$ cat config.mk
export PLATFORM = sky130hd
export DESIGN_NAME = dma_req_sync_chan
export DESIGN_NICKNAME = d
export VERILOG_FILES = /design/src/rtl/dma_sync_pkg.sv /design/src/rtl/chan_cfg_regs.sv /design/src/rtl/sync_edge_sel.sv /design/src/rtl/req_gate_ctr.sv /design/src/rtl/dma_req_sync_chan.sv
export SDC_FILE = /design/constraint.sdc
export NUM_CORES = 1
export LEC_CHECK = 0
export ABC_AREA = 1
export BUFFER_PORTS_ARGS = -buffer_cell sky130_fd_sc_hd__buf_2
export CORE_MARGIN = 5
export CORE_UTILIZATION = 50
export CTS_BUF_LIST = sky130_fd_sc_hd__clkbuf_4
export CTS_CLUSTER_DIAMETER = 120
export DETAILED_ROUTE_END_ITERATION = 12
export PLACE_DENSITY = 0.82
export SYNTH_ARGS = -nofsm -noshare
export SYNTH_HDL_FRONTEND = slang
export SYNTH_SLANG_ARGS = --single-unit
$ cat constraint.sdc
create_clock -name clk -period 22.2 [get_ports clk]
set_input_delay 4.44 -clock clk [delete_from_list [all_inputs] [get_ports clk]]
set_output_delay 4.44 -clock clk [all_outputs]
set_load 0.02 [all_outputs]
$ cat src/rtl/dma_sync_pkg.sv
// Shared constants, field positions and types of the request channel
// synchronizer. Assumes a 32-bit configuration word with four byte lanes.
package dma_sync_pkg;

    localparam int REQ_SEL_W  = 7;
    localparam int SYNC_SEL_W = 5;
    localparam int CNT_W      = 5;
    localparam int REM_W      = CNT_W + 1;

    // Field positions inside the configuration word
    localparam int REQ_LSB  = 0;
    localparam int SYNC_LSB = 8;
    localparam int POL_LSB  = 13;
    localparam int SEN_BIT  = 15;
    localparam int CNT_LSB  = 16;
    localparam int EVT_BIT  = 21;
    localparam int OIE_BIT  = 22;
    localparam int OVR_BIT  = 31;

    typedef enum logic [1:0] {
        POL_NONE = 2'b00,
        POL_RISE = 2'b01,
        POL_FALL = 2'b10,
        POL_BOTH = 2'b11
    } edge_pol_e;

    typedef struct packed {
        logic [REQ_SEL_W-1:0]  req_sel;
        logic [SYNC_SEL_W-1:0] sync_sel;
        edge_pol_e             pol;
        logic                  sync_en;
        logic [CNT_W-1:0]      cnt_m1;
        logic                  evt_en;
        logic                  ovr_ie;
    } chan_cfg_t;

    // True for the aligned byte, halfword and word enable patterns
    function automatic logic strobe_ok(input logic [3:0] s);
        case (s)
            4'b0001, 4'b0010, 4'b0100, 4'b1000,
            4'b0011, 4'b1100, 4'b1111: strobe_ok = 1'b1;
            default:                   strobe_ok = 1'b0;
        endcase
    endfunction

endpackage

$ cat src/rtl/chan_cfg_regs.sv
// Configuration word of one channel. It takes aligned byte, halfword and
// word writes and ignores any other enable pattern. The count field is
// locked while gating or completion events are enabled. It also holds the
// sticky overrun flag. Assumes ovr_set is a single-cycle pulse.
module chan_cfg_regs
    import dma_sync_pkg::*;
(
    input  logic             clk,
    input  logic             rst_n,
    input  logic             wr_en,
    input  logic [3:0]       wstrb,
    input  logic [31:0]      wdata,
    input  logic             ovr_set,
    output chan_cfg_t        cfg,
    output logic             ovr_flag,
    output logic [31:0]      rdata
);

    logic [3:0] lane_we;
    logic       cnt_open;

    // Decode which lanes a legal write touches
    always_comb begin
        for (int i = 0; i < 4; i++) begin
            lane_we[i] = wr_en && strobe_ok(wstrb) && wstrb[i];
        end
    end

    assign cnt_open = !cfg.sync_en && !cfg.evt_en;

    // Update configuration fields lane by lane
    always_ff @(posedge clk) begin
        if (!rst_n) begin
            cfg <= '0;
        end else begin
            if (lane_we[0]) begin
                cfg.req_sel <= wdata[REQ_LSB +: REQ_SEL_W];
            end
            if (lane_we[1]) begin
                cfg.sync_sel <= wdata[SYNC_LSB +: SYNC_SEL_W];
                cfg.pol      <= edge_pol_e'(wdata[POL_LSB +: 2]);
                cfg.sync_en  <= wdata[SEN_BIT];
            end
            if (lane_we[2]) begin
                if (cnt_open) begin
                    cfg.cnt_m1 <= wdata[CNT_LSB +: CNT_W];
                end
                cfg.evt_en <= wdata[EVT_BIT];
                cfg.ovr_ie <= wdata[OIE_BIT];
            end
        end
    end

    // Sticky overrun flag, set wins over a clearing write
    always_ff @(posedge clk) begin
        if (!rst_n) begin
            ovr_flag <= 1'b0;
        end else if (ovr_set) begin
            ovr_flag <= 1'b1;
        end else if (lane_we[3] && wdata[OVR_BIT]) begin
            ovr_flag <= 1'b0;
        end
    end

    // Assemble the read view, unused positions stay zero
    always_comb begin
        rdata                           = '0;
        rdata[REQ_LSB +: REQ_SEL_W]     = cfg.req_sel;
        rdata[SYNC_LSB +: SYNC_SEL_W]   = cfg.sync_sel;
        rdata[POL_LSB +: 2]             = cfg.pol;
        rdata[SEN_BIT]                  = cfg.sync_en;
        rdata[CNT_LSB +: CNT_W]         = cfg.cnt_m1;
        rdata[EVT_BIT]                  = cfg.evt_en;
        rdata[OIE_BIT]                  = cfg.ovr_ie;
        rdata[OVR_BIT]                  = ovr_flag;
    end

endmodule

$ cat src/rtl/sync_edge_sel.sv
// Brings every synchronization line into the clock domain through a flop
// chain, picks one line and flags the programmed edge on it. Assumes
// SYNC_STAGES >= 2. A selector change may show as one edge.
module sync_edge_sel
    import dma_sync_pkg::*;
#(
    parameter int NUM_SYNC    = 32,
    parameter int SYNC_STAGES = 2
) (
    input  logic                  clk,
    input  logic                  rst_n,
    input  logic [NUM_SYNC-1:0]   sync_in,
    input  logic [SYNC_SEL_W-1:0] sel,
    input  edge_pol_e             pol,
    output logic                  sync_evt
);

    logic [NUM_SYNC-1:0] chain [SYNC_STAGES];
    logic                cur;
    logic                prev;

    // Flop chain for metastability settling on all lines
    always_ff @(posedge clk) begin
        if (!rst_n) begin
            for (int s = 0; s < SYNC_STAGES; s++) begin
                chain[s] <= '0;
            end
        end else begin
            chain[0] <= sync_in;
            for (int s = 1; s < SYNC_STAGES; s++) begin
                chain[s] <= chain[s-1];
            end
        end
    end

    // Pick the selected settled line
    always_comb begin
        cur = 1'b0;
        for (int i = 0; i < NUM_SYNC; i++) begin
            if (sel == SYNC_SEL_W'(i)) begin
                cur = chain[SYNC_STAGES-1][i];
            end
        end
    end

    // Remember the selected line for edge detection
    always_ff @(posedge clk) begin
        if (!rst_n) begin
            prev <= 1'b0;
        end else begin
            prev <= cur;
        end
    end

    // Qualify the edge by the programmed polarity
    always_comb begin
        unique case (pol)
            POL_RISE: sync_evt = cur && !prev;
            POL_FALL: sync_evt = !cur && prev;
            POL_BOTH: sync_evt = cur ^ prev;
            default:  sync_evt = 1'b0;
        endcase
    end

endmodule

$ cat src/rtl/req_gate_ctr.sv
// Selects the peripheral request and gates it by a window counter that a
// synchronization edge loads. Counts consumed requests for the completion
// pulse and reports overrun. Assumes a request is consumed when dma_ack is
// high while the forwarded request is high.
module req_gate_ctr
    import dma_sync_pkg::*;
#(
    parameter int NUM_REQ = 128
) (
    input  logic                 clk,
    input  logic                 rst_n,
    input  logic [NUM_REQ-1:0]   req_in,
    input  logic [REQ_SEL_W-1:0] req_sel,
    input  logic                 sync_en,
    input  logic                 evt_en,
    input  logic [CNT_W-1:0]     cnt_m1,
    input  logic                 sync_evt,
    input  logic                 dma_ack,
    output logic                 req_out,
    output logic                 evt_pulse,
    output logic                 ovr_set,
    output logic [REM_W-1:0]     remain
);

    logic             sel_req;
    logic             window;
    logic             consume;
    logic [CNT_W-1:0] done_cnt;

    // Request line multiplexer, codes past NUM_REQ give zero
    always_comb begin
        sel_req = 1'b0;
        for (int i = 0; i < NUM_REQ; i++) begin
            if (req_sel == REQ_SEL_W'(i)) begin
                sel_req = req_in[i];
            end
        end
    end

    assign window  = (remain != '0);
    assign req_out = sel_req && (!sync_en || window);
    assign consume = req_out && dma_ack;
    assign ovr_set = sync_en && sync_evt && window;

    // Window counter: load on an edge when idle, count down on consumption
    always_ff @(posedge clk) begin
        if (!rst_n || !sync_en) begin
            remain <= '0;
        end else if (window) begin
            if (consume) begin
                remain <= remain - REM_W'(1);
            end
        end else if (sync_evt) begin
            remain <= {1'b0, cnt_m1} + REM_W'(1);
        end
    end

    // Consumed-request counter for completion events
    always_ff @(posedge clk) begin
        if (!rst_n || !evt_en) begin
            done_cnt <= '0;
        end else if (consume) begin
            done_cnt <= (done_cnt == cnt_m1) ? '0 : done_cnt + CNT_W'(1);
        end
    end

    // Single-cycle completion pulse after the finishing acknowledge
    always_ff @(posedge clk) begin
        if (!rst_n) begin
            evt_pulse <= 1'b0;
        end else begin
            evt_pulse <= evt_en && consume && (done_cnt == cnt_m1);
        end
    end

endmodule

$ cat src/rtl/dma_req_sync_chan.sv
// Top of one DMA request channel synchronizer: configuration word, sync
// edge detection and request gating. Assumes dma_ack is synchronous to clk.
module dma_req_sync_chan
    import dma_sync_pkg::*;
#(
    parameter int NUM_REQ     = 128,
    parameter int NUM_SYNC    = 32,
    parameter int SYNC_STAGES = 2
) (
    input  logic                clk,
    input  logic                rst_n,
    input  logic [NUM_REQ-1:0]  req_bus,
    input  logic [NUM_SYNC-1:0] sync_bus,
    input  logic                dma_ack,
    input  logic                cfg_wr_en,
    input  logic [3:0]          cfg_wstrb,
    input  logic [31:0]         cfg_wdata,
    output logic [31:0]         cfg_rdata,
    output logic                dma_req_out,
    output logic                evt_pulse,
    output logic                ovr_irq
);

    chan_cfg_t        cfg;
    logic             ovr_flag;
    logic             ovr_set;
    logic             sync_evt;
    logic [REM_W-1:0] remain;

    chan_cfg_regs u_regs (
        .clk      (clk),
        .rst_n    (rst_n),
        .wr_en    (cfg_wr_en),
        .wstrb    (cfg_wstrb),
        .wdata    (cfg_wdata),
        .ovr_set  (ovr_set),
        .cfg      (cfg),
        .ovr_flag (ovr_flag),
        .rdata    (cfg_rdata)
    );

    sync_edge_sel #(
        .NUM_SYNC    (NUM_SYNC),
        .SYNC_STAGES (SYNC_STAGES)
    ) u_edge (
        .clk      (clk),
        .rst_n    (rst_n),
        .sync_in  (sync_bus),
        .sel      (cfg.sync_sel),
        .pol      (cfg.pol),
        .sync_evt (sync_evt)
    );

    req_gate_ctr #(
        .NUM_REQ (NUM_REQ)
    ) u_gate (
        .clk       (clk),
        .rst_n     (rst_n),
        .req_in    (req_bus),
        .req_sel   (cfg.req_sel),
        .sync_en   (cfg.sync_en),
        .evt_en    (cfg.evt_en),
        .cnt_m1    (cfg.cnt_m1),
        .sync_evt  (sync_evt),
        .dma_ack   (dma_ack),
        .req_out   (dma_req_out),
        .evt_pulse (evt_pulse),
        .ovr_set   (ovr_set),
        .remain    (remain)
    );

    // Overrun interrupt gated by its enable
    assign ovr_irq = ovr_flag && cfg.ovr_ie;

endmodule

==> impl_metrics.env, run 1 <==
export IMPL_status="completed"
export IMPL_num_rows=39
export IMPL_antenna_found_initial=3
export IMPL_cp_required_ns=17.76
export IMPL_startpoint_type="input port"
export IMPL_synth_area_mm2=0.00578
export IMPL_tns_ns=0
export IMPL_grt_pass1_vias=6075
export IMPL_tightest_slew_ns=1.19
export IMPL_area_growth_pct=22.4
export IMPL_portBuffers=216
export IMPL_slew_viol_final=0
export IMPL_overflow=0
export IMPL_min_period_ns=15.43
export IMPL_cts_resized=0
export IMPL_path_delay_family="simple AND/OR/NAND/NOR gates"
export IMPL_slew_headroom_pct=20.0
export IMPL_synth_top_area_share_pct=34.6
export IMPL_clk_latency_ns=0.44
export IMPL_grt_max_degree=90
export IMPL_yosys_top_cells_area="dfxtp_1, nand2_1, inv_1"
export IMPL_switchingPower_mw=0.115
export IMPL_fin_nets=1323
export IMPL_drt_pass1_iter_count=5
export IMPL_via_per_inst=5.19
export IMPL_cts_htree_levels=3
export IMPL_die_h_um=118
export IMPL_drc=0
export IMPL_yosysUniqueCellTypes=39
export IMPL_met3_length_mm=1.79
export IMPL_ys_seq_area_share_pct=34.6
export IMPL_io_pins=235
export IMPL_slowest_stage="buf_2"
export IMPL_fillers=1105
export IMPL_syn_area_per_cell_um2=6.35
export IMPL_drt_iter0_markers=665
export IMPL_power_share_sequential_pct=52.4
export IMPL_clkSinkCount=100
export IMPL_cp_end_kind="output port"
export IMPL_place_congestion=1.03
export IMPL_clkPwrFrac_pct=24.3
export IMPL_wl_met2_mm=8.99
export IMPL_antenna_left=0
export IMPL_cts_root_buf="clkbuf_4"
export IMPL_path_buf_inv=3
export IMPL_pwr_share_comb_pct=23.2
export IMPL_p_int_mw=0.253
export IMPL_sw_frac_of_total_pct=31.3
export IMPL_period_share_pct=69.5
export IMPL_finalHoldViolCount=0
export IMPL_grt_usage_pct=26.0
export IMPL_syn_instance_count=910
export IMPL_cts_hold_buffers=0
export IMPL_routed_top_layer="met5"
export IMPL_critPathMaxStageDelay_ns=0.19
export IMPL_multiInputGateArea_mm2=0.00295
export IMPL_async_reset_ff_share_pct=0
export IMPL_maxCapViolations=0
export IMPL_synth_most_common_cell="nand2_1"
export IMPL_ir_drop_mv=0.0439
export IMPL_worstPathMaxFanout=5
export IMPL_fmax_mhz=64.8
export IMPL_die_x_um=118
export IMPL_clk_pin_slew_ns=0.13
export IMPL_cp_common_cell="nand2_1"
export IMPL_synth_edf_count=0
export IMPL_grt_pass1_wl_mm=29.6
export IMPL_post_cts_setup_buffers=0
export IMPL_synth_top_area_cell="dfxtp_1"
export IMPL_fin_skew_ns=0.0129
export IMPL_cts_tree="done"
export IMPL_finalPower_mw=0.368
export IMPL_finalWirelength_mm=18.6
export IMPL_drive_gt1_share_pct=25.5
export IMPL_hold_path_class="reg -> reg"
export IMPL_initial_core_util_pct=50.9
export IMPL_worstSetupPathType="in -> out"
export IMPL_synth_flop_cell="dfxtp_1"
export IMPL_critPathArrivalTime_ns=10.99
export IMPL_leakage_nw=3.90
export IMPL_dp_hpwl_mm=14.9
export IMPL_finish_utilization_pct=62.2
export IMPL_synth_warnings=0
export IMPL_wl_met1_mm=6.85
export IMPL_rsz0062_at_grt="false"
export IMPL_vias=6562
export IMPL_power_density_mw_per_mm2=52.1
export IMPL_fp_coreArea_mm2=0.0114
export IMPL_ys_ff_latch=100
export IMPL_setup_viol=0
export IMPL_synth_common_cells="nand2_1, inv_1, nor2_1"
export IMPL_routedWlPerCell_um=14.7
export IMPL_numCtsBuffers=9
export IMPL_fin_hold_ws_ns=0.415
export IMPL_final_seq_area_mm2=0.00200
export IMPL_die_area_mm2=0.0138
export IMPL_cts_buffer_depth=2
cell usage in the layout, fill, tap and decap left out, types with 2 or more instances in the layout:
cell	instances
buf_2	216
nand2_1	199
inv_1	158
nor2_1	101
dfxtp_1	100
nand3_1	84
nand4_1	41
o21ai_0	31
nor3_1	28
a31oi_1	23
inv_2	16
a21oi_1	13
a31o_2	11
and3_1	9
conb_1	9
clkbuf_4	9
buf_4	9
nand2_2	6
xor2_1	6
ha_1	6
or2_2	5
nor2_2	4
nand3b_1	4
xnor2_1	4
nor4_1	3
o21ai_1	3
clkinv_1	3
nor3_2	2
o31ai_1	2
clkinvlp_4	2
stage by stage:
step	worst slack, ns	cells	cell area [um2]
2_1_floorplan	8.48	918	5810
3_3_place_gp	6.89	1249	6940
3_5_place_dp	6.93	1249	6940
5_1_grt	5.94	1264	7080
6_report	6.77	1264	7080
4_1_cts	6.89	1263	7070
metal layers:
layer  vias up  global-route usage (%)
li1       3300                       -
met1      2842                    28.5
met2       346                    45.7
met3        70                    6.05
met4         4                    14.6
met5         -                       0
registers in the layout (all words and copies together), names as in the netlist:
| signal | flops |
|---|---|
| u_edge.chain | 64 |
| u_edge.prev | 1 |
| u_regs.cfg | 22 |
| u_gate.remain | 6 |
| u_gate.evt_pulse | 1 |
| u_regs.ovr_flag | 1 |
| u_gate.done_cnt | 5 |
kinds of logic (layout without fill, tap and decap cells):
logic type / after synthesis / count (layout) / share of synthesized area [%]
other: 1 / 10 / 0.0649
buffers and inverters: 214 / 416 / 14.9
xor gates and xnor gates: 10 / 10 / 1.51
AOI/OAI and AO/OA: 90 / 90 / 9.52
adders and majority gates: 6 / 6 / 1.30
and+or+nand+nor: 489 / 489 / 38.1
DFF: 100 / 100 / 34.6
worst min-delay path: stages, from the launching register on:
cell and delay [ns]:
dfxtp_1 0.32, nand2_1 0.05, inv_1 0.03
layout make-up:
| cell class | instances | share of cell area (%) |
|---|---|---|
| clock inverters | 5 | 0.884 |
| multi-input cells | 604 | 41.7 |
| flip-flops and latches | 100 | 28.3 |
| clock buffers | 9 | 0.955 |
| well taps | 143 | 2.53 |
| repair buffers | 225 | 16.2 |
| inverters | 177 | 9.39 |
| diodes | 1 | 0.0354 |
path summary, 6_finish.rpt:
path | start | endpoint | slack, ns | cells after the start
hold reg to reg | u_edge.chain[0][6]$_SDFF_PN0_ | u_edge.chain[0][38]$_SDFF_PN0_ | 0.41 | 2
setup reg to reg | u_regs.cfg[16]$_SDFFE_PN0P_ | u_gate.remain[0]$_SDFFE_PP0P_ | 14.43 | 90
hold / removal | u_edge.chain[0][6]$_SDFF_PN0_ | u_edge.chain[0][38]$_SDFF_PN0_ | 0.41 | 2
setup / recovery | req_bus[2] | dma_req_out | 6.77 | 88
power groups by stage:
stage                     Combinational, mW  Clock (mW)  Sequential (mW)
after CTS                            0.0845      0.0930            0.193
after detailed placement             0.0841           0            0.197
after floorplan                      0.0501           0            0.197
final                                0.0855      0.0897            0.193
after global routing                 0.0958      0.0995            0.194
after global placement               0.0836           0            0.197
No activity file was read; power rests on OpenSTA's default activity.
==> run 2: changes to the inputs <==
--- a/config.mk
+++ b/config.mk
@@ -5,14 +5,14 @@
 export SDC_FILE = /design/constraint.sdc
 export NUM_CORES = 1
 export LEC_CHECK = 0
-export ABC_AREA = 1
+export ABC_AREA = 0
 export BUFFER_PORTS_ARGS = -buffer_cell sky130_fd_sc_hd__buf_2
 export CORE_MARGIN = 5
-export CORE_UTILIZATION = 50
+export CORE_UTILIZATION = 47
 export CTS_BUF_LIST = sky130_fd_sc_hd__clkbuf_4
 export CTS_CLUSTER_DIAMETER = 120
 export DETAILED_ROUTE_END_ITERATION = 12
-export PLACE_DENSITY = 0.82
+export PLACE_DENSITY = 0.8
 export SYNTH_ARGS = -nofsm -noshare
 export SYNTH_HDL_FRONTEND = slang
 export SYNTH_SLANG_ARGS = --single-unit
==> constraint.sdc (replaced) <==
create_clock -name clk -period 13.8 [get_ports clk]
set_input_delay 2.76 -clock clk [delete_from_list [all_inputs] [get_ports clk]]
set_output_delay 2.76 -clock clk [all_outputs]
set_load 0.02 [all_outputs]
==> run 2 against run 1 <==
  * Synthesized cell count down 16%
  * Critical path depth decreased by 78
  * Clock power up 63%
  * Hold slack improved by 0.037 ns
  * First-iteration DRC count is 27% lower
  * Area after synthesis rose by 10%
  * Register-to-register slack lost 4.8 ns
  * Clock skew fell by 0.0016 ns
  * Utilization fell by 5.9 points
  * Critical endpoint unchanged
  * Routed wire length grew 3.7%
==> impl_metrics.env, run 2 <==
export IMPL_post_cts_setup_buffers=0
export IMPL_worstPathMaxFanout=2
export IMPL_drt_iter0_markers=484
export IMPL_die_x_um=126
export IMPL_synth_common_cells="dfxtp_1, and2_1, mux2i_1"
export IMPL_finalHoldViolCount=0
export IMPL_async_reset_ff_share_pct=0
export IMPL_final_cell_mix="buf_2, dfxtp_1, and2_1, mux2i_1, o21ai_0"
export IMPL_fin_skew_ns=0.0113
export IMPL_stdcell_area_mm2=0.00746
export IMPL_num_rows=42
export IMPL_die_h_um=126
export IMPL_grt_max_degree=91
export IMPL_hp_start="u_edge.chain[0][7]$_SDFF_PN0_"
export IMPL_vias=6395
export IMPL_yosysUniqueCellTypes=87
export IMPL_synth_edf_count=0
export IMPL_largest_register="u_edge.chain"
export IMPL_fin_nets=1144
export IMPL_timing_rr_start="u_regs.cfg[11]$_SDFFE_PN0P_"
export IMPL_grt_pass1_wl_mm=30.6
export IMPL_routedWlPerCell_um=17.3
export IMPL_synth_simple_area_share_pct=25.2
export IMPL_synth_top_area_cell="dfxtp_1"
export IMPL_reg_top3="u_edge.chain (64), u_regs.cfg (22), u_gate.remain (6)"
export IMPL_portBuffers=216
export IMPL_ir_drop_mv=0.0682
export IMPL_clkSinkCount=100
export IMPL_min_period_ns=7.58
export IMPL_n_antenna_cell=0
export IMPL_startpoint_type="input port"
export IMPL_cts_tree="done"
export IMPL_numCtsBuffers=9
export IMPL_io_pins=235
export IMPL_startpoint="req_bus[84]"
export IMPL_dp_hpwl_mm=14.8
export IMPL_fp_coreArea_mm2=0.0132
export IMPL_leakage_nw=3.08
export IMPL_syn_instance_count=765
export IMPL_drive_gt1_share_pct=28.6
export IMPL_overflow=0
export IMPL_cts_hold_buffers=0
export IMPL_cts_resized=0
export IMPL_power_density_mw_per_mm2=74.4
export IMPL_synth_compound_area_share_pct=23.6
export IMPL_via_per_inst=5.71
export IMPL_rsz0062_at_grt="false"
export IMPL_synth_area_mm2=0.00636
export IMPL_syn_area_per_cell_um2=8.32
export IMPL_cts_buffer_depth=2
export IMPL_fin_hold_ws_ns=0.452
export IMPL_yosys_top_cells_area="dfxtp_1, mux2i_1, and2_1"
export IMPL_grt_usage_pct=23.2
export IMPL_slew_headroom_pct=37.2
export IMPL_synth_xor_area_share_pct=1.24
export IMPL_cp_end_kind="output port"
export IMPL_fmax_mhz=132
export IMPL_hold_path_class="reg -> reg"
export IMPL_initial_core_util_pct=48.1
export IMPL_ys_seq_area_share_pct=31.5
export IMPL_cp_required_ns=11.04
export IMPL_cts_root_buf="clkbuf_4"
export IMPL_muxShareOfSynthArea_pct=9.48
export IMPL_cts_htree_levels=3
export IMPL_synth_fa_ha_area_share_pct=1.18
export IMPL_area_growth_pct=17.2
export IMPL_finalWirelength_mm=19.3
export IMPL_synth_top_family_by_area="simple AND/OR/NAND/NOR gates"
export IMPL_antenna_found_initial=1
export IMPL_synth_top_area_share_pct=31.5
export IMPL_clk_latency_ns=0.46
export IMPL_critPathArrivalTime_ns=4.82
export IMPL_placed_cell_area_mm2=0.00732
export IMPL_worstSetupPathType="in -> out"
export IMPL_grt_pass1_vias=6240
export IMPL_ys_ff_latch=100
export IMPL_setup_viol=0
export IMPL_clk_pin_slew_ns=0.15
export IMPL_drt_pass1_iter_count=5
export IMPL_tightest_slew_ns=0.940
export IMPL_status="completed"
export IMPL_synth_warnings=0
export IMPL_drc=0
export IMPL_maxCapViolations=0
export IMPL_slew_viol_final=0
export IMPL_place_congestion=0.994
export IMPL_largest_register_ffs=64
export IMPL_tns_ns=0
export IMPL_synth_flop_cell="dfxtp_1"
export IMPL_synth_most_common_cell="dfxtp_1"
export IMPL_layout_commonest_cell="buf_2"
export IMPL_die_area_mm2=0.0160
export IMPL_antenna_left=0
export IMPL_period_share_pct=54.9
run 2: cell types whose count changed in the layout (fill, tap and decap cells not counted), sizes merged, moves of 33 or more:
cell,delta
nand4,-37
nor2,-59
nand2,-160
and2,+72
inv,-152
mux2i,+49
nand3,-63
nor2b,+33
run 2: cell type report:
| cell class | instances | area (um2) |
|---|---|---|
| tap | 176 | 220 |
| sequential | 100 | 2000 |
| clock buffer | 9 | 67.6 |
| inverter | 21 | 78.8 |
| timing repair buffer | 222 | 1130 |
| clock inverter | 7 | 68.8 |
| fill | 1277 | 5780 |
| multi-input combinational | 584 | 3890 |
run 2: through the flow:
stage / setup slack, ns / std cells / total power [mW] / util, %
floorplan: 6.76 / 773 / 0.374 / -
global placement: 6.28 / 1103 / 0.413 / 55.3
detailed placement: 6.26 / 1103 / 0.415 / 55.3
CTS: 6.25 / 1119 / 0.560 / 56.3
global route: 6.20 / 1119 / 0.585 / 56.3
finish: 6.22 / 1119 / 0.555 / 56.3
run 2: layer usage:
| layer | vias up | wire [um] | part of all wire [%] | global-route usage, % |
|---|---|---|---|---|
| li1 | 3093 | - | - | - |
| met1 | 2872 | 7500 | 39 | 27.4 |
| met2 | 364 | 8960 | 46 | 38.5 |
| met3 | 64 | 1880 | 9.7 | 5.38 |
| met4 | 2 | 962 | 5.0 | 13.2 |
| met5 | - | 11 | 0.057 | 0 |
run 2: report_power, final:
group / switching (mW) / leakage, nW / internal [mW]
combinational: 0.0540 / 2.19 / 0.0488
clock: 0.104 / 0.0731 / 0.0417
sequential: 0.00702 / 0.822 / 0.300
total: 0.165 / 3.08 / 0.390
run 2: kinds of logic (layout without fill, tap and decap cells):
| kind of cell | Yosys count | count (layout) |
|---|---|---|
| AOI/OAI and AO/OA | 213 | 213 |
| buffers and inverters | 89 | 259 |
| and+or+nand+nor | 289 | 289 |
| muxes | 58 | 58 |
| other | 1 | 9 |
| adders and majority gates | 6 | 6 |
| xor gates and xnor gates | 9 | 9 |
| DFF | 100 | 100 |
run 2: worst paths after layout:
check / to / slack, ns / cells after the start
worst max-delay path: dma_req_out / 6.22 / 10
worst min-delay path: u_edge.chain[0][39]$_SDFF_PN0_ / 0.45 / 1
worst max register to register: u_gate.remain[4]$_SDFFE_PP0P_ / 9.61 / 18
worst min register to register: u_edge.chain[0][39]$_SDFF_PN0_ / 0.45 / 1
run 2: critical path, cell delays in order:
cell and delay [ns]:
buf_2 0.12, mux2_1 0.30, o211a_1 0.23, o21ai_0 0.21, o21ai_0 0.16, nor4_1 0.36, a41o_2 0.30, nand2_1 0.07
and2_1 0.16, buf_2 0.16
